### config.mk
export PLATFORM = sky130hd
export DESIGN_NAME = secded_codec
export DESIGN_NICKNAME = d
export VERILOG_FILES = /design/src/rtl/secded_pkg.sv /design/src/rtl/secded_enc.sv /design/src/rtl/secded_syndrome.sv /design/src/rtl/secded_correct.sv /design/src/rtl/secded_codec.sv
export SDC_FILE = /design/constraint.sdc
export NUM_CORES = 1
export LEC_CHECK = 0
export ABC_AREA = 0
export CORE_MARGIN = 4
export CORE_UTILIZATION = 40
export DETAILED_ROUTE_END_ITERATION = 8
export PLACE_DENSITY = 0.92
export SETUP_SLACK_MARGIN = 0.1
export SYNTH_ARGS = -nofsm -noshare
export SYNTH_HDL_FRONTEND = slang
export SYNTH_HIERARCHICAL = 1
export SYNTH_SLANG_ARGS = --single-unit
### constraint.sdc
create_clock -name clk_i -period 4.55 [get_ports clk_i]
set_clock_uncertainty 0.2 [all_clocks]
set_input_delay 1.365 -clock clk_i [delete_from_list [all_inputs] [get_ports clk_i]]
set_output_delay 1.365 -clock clk_i [all_outputs]
set_load 0.005 [all_outputs]
### src/rtl/secded_pkg.sv
package secded_pkg;
  localparam int unsigned DATA_W = 8;

  function automatic int unsigned calc_chk_w(int unsigned dw);
    int unsigned p;
    p = 0;
    while ((1 << p) < dw + p + 1) p++;
    return p;
  endfunction

  localparam int unsigned CHK_W = calc_chk_w(DATA_W);
  localparam int unsigned HAM_W = DATA_W + CHK_W;
  localparam int unsigned CW_W  = HAM_W + 1;

  function automatic bit is_pow2(int unsigned v);
    return (v != 0) && ((v & (v - 1)) == 0);
  endfunction

  // position (1-based) of data bit j
  function automatic int unsigned data_pos(int unsigned j);
    int unsigned pos;
    int unsigned cnt;
    pos = 0;
    cnt = 0;
    for (int unsigned p = 1; p <= HAM_W; p++) begin
      if (!is_pow2(p)) begin
        if (cnt == j) pos = p;
        cnt++;
      end
    end
    return pos;
  endfunction

  // vector bit b stands for position b+1
  function automatic logic [HAM_W-1:0] cover_mask(int unsigned k);
    logic [HAM_W-1:0] m;
    m = '0;
    for (int unsigned p = 1; p <= HAM_W; p++)
      if (((p >> k) & 1) == 1) m[p-1] = 1'b1;
    return m;
  endfunction
endpackage

### src/rtl/secded_enc.sv
module secded_enc
  import secded_pkg::*;
(
  input  logic [DATA_W-1:0] data_i,
  output logic [CW_W-1:0]   code_o
);
  logic [HAM_W-1:0] dvec;
  logic [HAM_W-1:0] cvec;
  logic [HAM_W-1:0] ham;

  for (genvar p = 1; p <= HAM_W; p++) begin : g_pos
    if (is_pow2(p)) begin : g_chk_slot
      assign dvec[p-1] = 1'b0;
    end else begin : g_dat_slot
      assign dvec[p-1] = 1'b0 | data_i[data_pos_idx(p)];
    end
  end

  function automatic int unsigned data_pos_idx(int unsigned p);
    int unsigned idx;
    idx = 0;
    for (int unsigned j = 0; j < DATA_W; j++)
      if (data_pos(j) == p) idx = j;
    return idx;
  endfunction

  for (genvar p = 1; p <= HAM_W; p++) begin : g_cvec
    if (is_pow2(p)) begin : g_chk
      assign cvec[p-1] = ^(dvec & cover_mask($clog2(p)));
    end else begin : g_zero
      assign cvec[p-1] = 1'b0;
    end
  end

  assign ham    = dvec | cvec;
  assign code_o = {^ham, ham};
endmodule

### src/rtl/secded_syndrome.sv
module secded_syndrome
  import secded_pkg::*;
(
  input  logic [CW_W-1:0]   code_i,
  output logic [CHK_W-1:0]  syn_o,
  output logic              par_fail_o,
  output logic [DATA_W-1:0] raw_data_o
);
  for (genvar k = 0; k < CHK_W; k++) begin : g_syn
    assign syn_o[k] = ^(code_i[HAM_W-1:0] & cover_mask(k));
  end

  assign par_fail_o = ^code_i;

  for (genvar j = 0; j < DATA_W; j++) begin : g_raw
    assign raw_data_o[j] = code_i[data_pos(j)-1];
  end
endmodule

### src/rtl/secded_correct.sv
module secded_correct
  import secded_pkg::*;
(
  input  logic [HAM_W-1:0]  ham_i,
  input  logic [CHK_W-1:0]  syn_i,
  input  logic              par_fail_i,
  output logic [DATA_W-1:0] data_o,
  output logic              single_o,
  output logic              double_o
);
  logic             syn_nz;
  logic             in_range;
  logic             do_fix;
  logic [HAM_W-1:0] flip;
  logic [HAM_W-1:0] fixed;

  assign syn_nz   = |syn_i;
  assign in_range = syn_nz && (int'(syn_i) <= int'(HAM_W));
  assign do_fix   = par_fail_i && in_range;
  assign flip     = do_fix ? (HAM_W'(1) << (syn_i - 1'b1)) : '0;
  assign fixed    = ham_i ^ flip;

  // odd weight + valid pointer (or zero syndrome) -> single; else any nonzero syndrome is fatal
  assign single_o = par_fail_i && (!syn_nz || in_range);
  assign double_o = syn_nz && !do_fix;

  for (genvar j = 0; j < DATA_W; j++) begin : g_out
    assign data_o[j] = fixed[data_pos(j)-1];
  end
endmodule

### src/rtl/secded_codec.sv
module secded_codec
  import secded_pkg::*;
#(
  parameter bit OUT_REG = 1'b1
) (
  input  logic              clk_i,
  input  logic              rst_ni,
  input  logic [DATA_W-1:0] data_i,
  output logic [CW_W-1:0]   code_o,
  input  logic [CW_W-1:0]   code_i,
  output logic [DATA_W-1:0] data_o,
  output logic [CHK_W-1:0]  syndrome_o,
  output logic              single_err_o,
  output logic              double_err_o
);
  logic [CHK_W-1:0]  syn;
  logic              par_fail;
  logic [DATA_W-1:0] raw_data;
  logic [DATA_W-1:0] dec_data;
  logic              dec_single;
  logic              dec_double;

  secded_enc u_enc (
    .data_i (data_i),
    .code_o (code_o)
  );

  secded_syndrome u_syn (
    .code_i     (code_i),
    .syn_o      (syn),
    .par_fail_o (par_fail),
    .raw_data_o (raw_data)
  );

  secded_correct u_cor (
    .ham_i      (code_i[HAM_W-1:0]),
    .syn_i      (syn),
    .par_fail_i (par_fail),
    .data_o     (dec_data),
    .single_o   (dec_single),
    .double_o   (dec_double)
  );

  if (OUT_REG) begin : g_oreg
    always_ff @(posedge clk_i or negedge rst_ni) begin
      if (!rst_ni) begin
        data_o       <= '0;
        syndrome_o   <= '0;
        single_err_o <= 1'b0;
        double_err_o <= 1'b0;
      end else begin
        data_o       <= dec_data;
        syndrome_o   <= syn;
        single_err_o <= dec_single;
        double_err_o <= dec_double;
      end
    end

    a_r8_flags_exclusive: assert property (@(posedge clk_i) disable iff (!rst_ni)
      !(single_err_o && double_err_o));

    a_r4_single_in_range: assert property (@(posedge clk_i) disable iff (!rst_ni)
      (single_err_o && syndrome_o != '0) |-> (int'(syndrome_o) <= int'(HAM_W)));

    a_r5_parity_only_keeps_data: assert property (@(posedge clk_i) disable iff (!rst_ni)
      ($past(rst_ni) && single_err_o && syndrome_o == '0) |-> (data_o == $past(raw_data)));

    a_r6_double_passthru: assert property (@(posedge clk_i) disable iff (!rst_ni)
      ($past(rst_ni) && double_err_o) |-> (data_o == $past(raw_data)));

    a_r3_clean_word: assert property (@(posedge clk_i) disable iff (!rst_ni)
      ($past(rst_ni) && !single_err_o && !double_err_o) |->
        (syndrome_o == '0 && data_o == $past(raw_data)));
  end else begin : g_comb
    assign data_o       = dec_data;
    assign syndrome_o   = syn;
    assign single_err_o = dec_single;
    assign double_err_o = dec_double;
  end
endmodule

==> results.json <==
{
  "netlist_area_um2": 953.4,
  "htree_levels": 1,
  "slew_viol_final": 0,
  "crit_path_start_kind": "input port",
  "antenna_found_initial": 0,
  "antenna_cells": 0,
  "grtUsageTotal": 0.1272,
  "max_slew_margin": 0.6319,
  "p_leak_nw": 0.6658,
  "stdcell_count": 158,
  "synth_nets": 100,
  "gp_congestion": 0.8628,
  "fin_crit_ns": 4.398,
  "postPlaceCellArea_um2": 1464,
  "cp_max_fo": 2,
  "yosys_warnings": 6,
  "fp.dieArea_um2": 3229,
  "critPathRequiredTime_ns": 2.98,
  "path_class": "in2out",
  "cts_buffers": 3,
  "placed_cells": 152,
  "final_cell_area_um2": 1521,
  "ir_worst_vdd_mv": 0.1909,
  "ctsRootBufferMaster": "clkbuf_4",
  "core_area_um2": 2233,
  "cts_tree": "done",
  "max_cap_violations": 0,
  "drtAntennaViolNets": 0,
  "wire_per_inst_um": 12.61,
  "fin_util": 0.6812,
  "max_slew.worst_pin.slew_ns": 0.5482,
  "highest_layer": "met4",
  "grt-ovfl-total": 0,
  "area_delta_synth_final_pct": 59.58,
  "hold_path.class": "in2async",
  "preCtsSetupSlack_ns": -0.1341,
  "viasPerCell": 4.601,
  "crit_path_end_kind": "output port",
  "layout_setup_ws_ns": 0.1516,
  "hpwl_um": 1772,
  "first_global_vias": 756,
  "syn_avg_cell_area_um2": 12.38,
  "tns_ns": 0,
  "drt_wl_total_um": 1993,
  "cts.path.max_buffers": 2,
  "drive_above_1_share": 0.1538,
  "intPower_w": 0.0003653,
  "grt_max_degree": 15,
  "power.share.clock": 0.159,
  "fin_crit_sh": 0.9667,
  "status": "finished clean",
  "netlist_instances": 77,
  "switching_share": 0.2893,
  "start_util": 0.4269,
  "vias": 727,
  "ioPinCount": 50,
  "first_pass_iters": 3,
  "grt_setup_unrepaired": "false",
  "nets": 154,
  "clk_pin_slew_ns": 0.07,
  "finalHoldViolations": 0,
  "setup_viol": 0,
  "drc": 0,
  "max_freq_mhz": 227.4,
  "wl_met1_um": 603,
  "cp.arrival_ns": 2.83,
  "die_width_um": 56.82,
  "die_y_um": 56.82,
  "dr_wl_met3_um": 327,
  "switching_power_w": 0.0001487,
  "rows": 17,
  "p_comb_frac": 0.524,
  "grt_pass1_wl_um": 3132,
  "cts.sinks": 14,
  "wl_met2_um": 1036,
  "drt_iter0_markers": 6,
  "power_frac_seq": 0.317,
  "p_per_area_nw_per_um2": 337.8,
  "portBuffers": 49
}
-- power by group through the flow --
stage / combinational [W] / clock [W] / sequential, W
after global placement: 0.000266 / 0 / 0.000163
after detailed placement: 0.000273 / 0 / 0.000166
final: 0.000269 / 0.0000817 / 0.000163
after floorplan: 0.000131 / 0 / 0.000170
after global routing: 0.000292 / 0.0000891 / 0.000165
after CTS: 0.000270 / 0.0000841 / 0.000163
-- final timing paths --
check	from	end	slack [ns]	cells after the start
worst min-delay path	rst_ni	single_err_o	1.25	1
worst max-delay path	data_i[5]	code_o[12]	0.15	4
min in group clk_i	code_i[5]	data_o[2]	1.57	2
max in group asynchronous	rst_ni	data_o[4]	2.55	1
-- layout by cell type, fill, tap and decap left out --
cell	count
nand2_2	1
a22oi_1	1
nor4b_2	1
clkdlybuf4s50_1	44
o21a_1	1
dlymetal6s2s_1	1
clkbuf_8	1
nand2_1	1
nand3b_1	2
xnor2_4	1
nor2_1	7
xnor3_2	3
nand2b_1	2
dlygate4sd2_1	4
xnor3_1	3
xnor2_1	17
nand4_1	1
o21bai_1	1
buf_4	8
xor2_2	2
clkbuf_4	3
xor2_1	11
dfrtp_1	14
-- registers in the layout (all words and copies together) (netlist names) --
| register | cells |
|---|---|
| data_o | 8 |
| double_err_o | 1 |
| single_err_o | 1 |
| syndrome_o | 4 |
-- repair_timing --
action | in CTS | in global routing
hold buffers | 0 | 0
resized for setup | 5 | 2
buffers inserted | 1 | 1
pin swaps | 1 | 1
setup endpoints to repair | 4 | 2
-- layer usage --
metal  global-route usage  vias to the layer above
li1                     -                      350
met1               0.1012                      329
met2               0.2492                       44
met3              0.06897                        4
met4              0.04967                        0
met5                    0                        -
-- critical path: stages --
cell and delay, ns:
clkdlybuf4s50_1 0.50, xnor3_2 0.36, xnor3_1 0.34, dlygate4sd2_1 0.27
-- layout make-up --
type | instances | area, µm²
Multi-Input combinational cell | 55 | 551.8
Sequential cell | 14 | 350.3
Tap cell | 28 | 35.03
Clock buffer | 4 | 36.28
Timing Repair Buffer | 57 | 548.0
Fill cell | 183 | 711.9
-- stage by stage --
step / total power (W) / hold slack, ns
final: 0.0005140 / 1.246
after global routing: 0.0005463 / 1.314
after floorplan: 0.0003005 / 0.8694
after CTS: 0.0005171 / 1.251
after detailed placement: 0.0004388 / 1.542
after global placement: 0.0004292 / 1.540
Note: power is estimated with default switching activity, not from simulation.
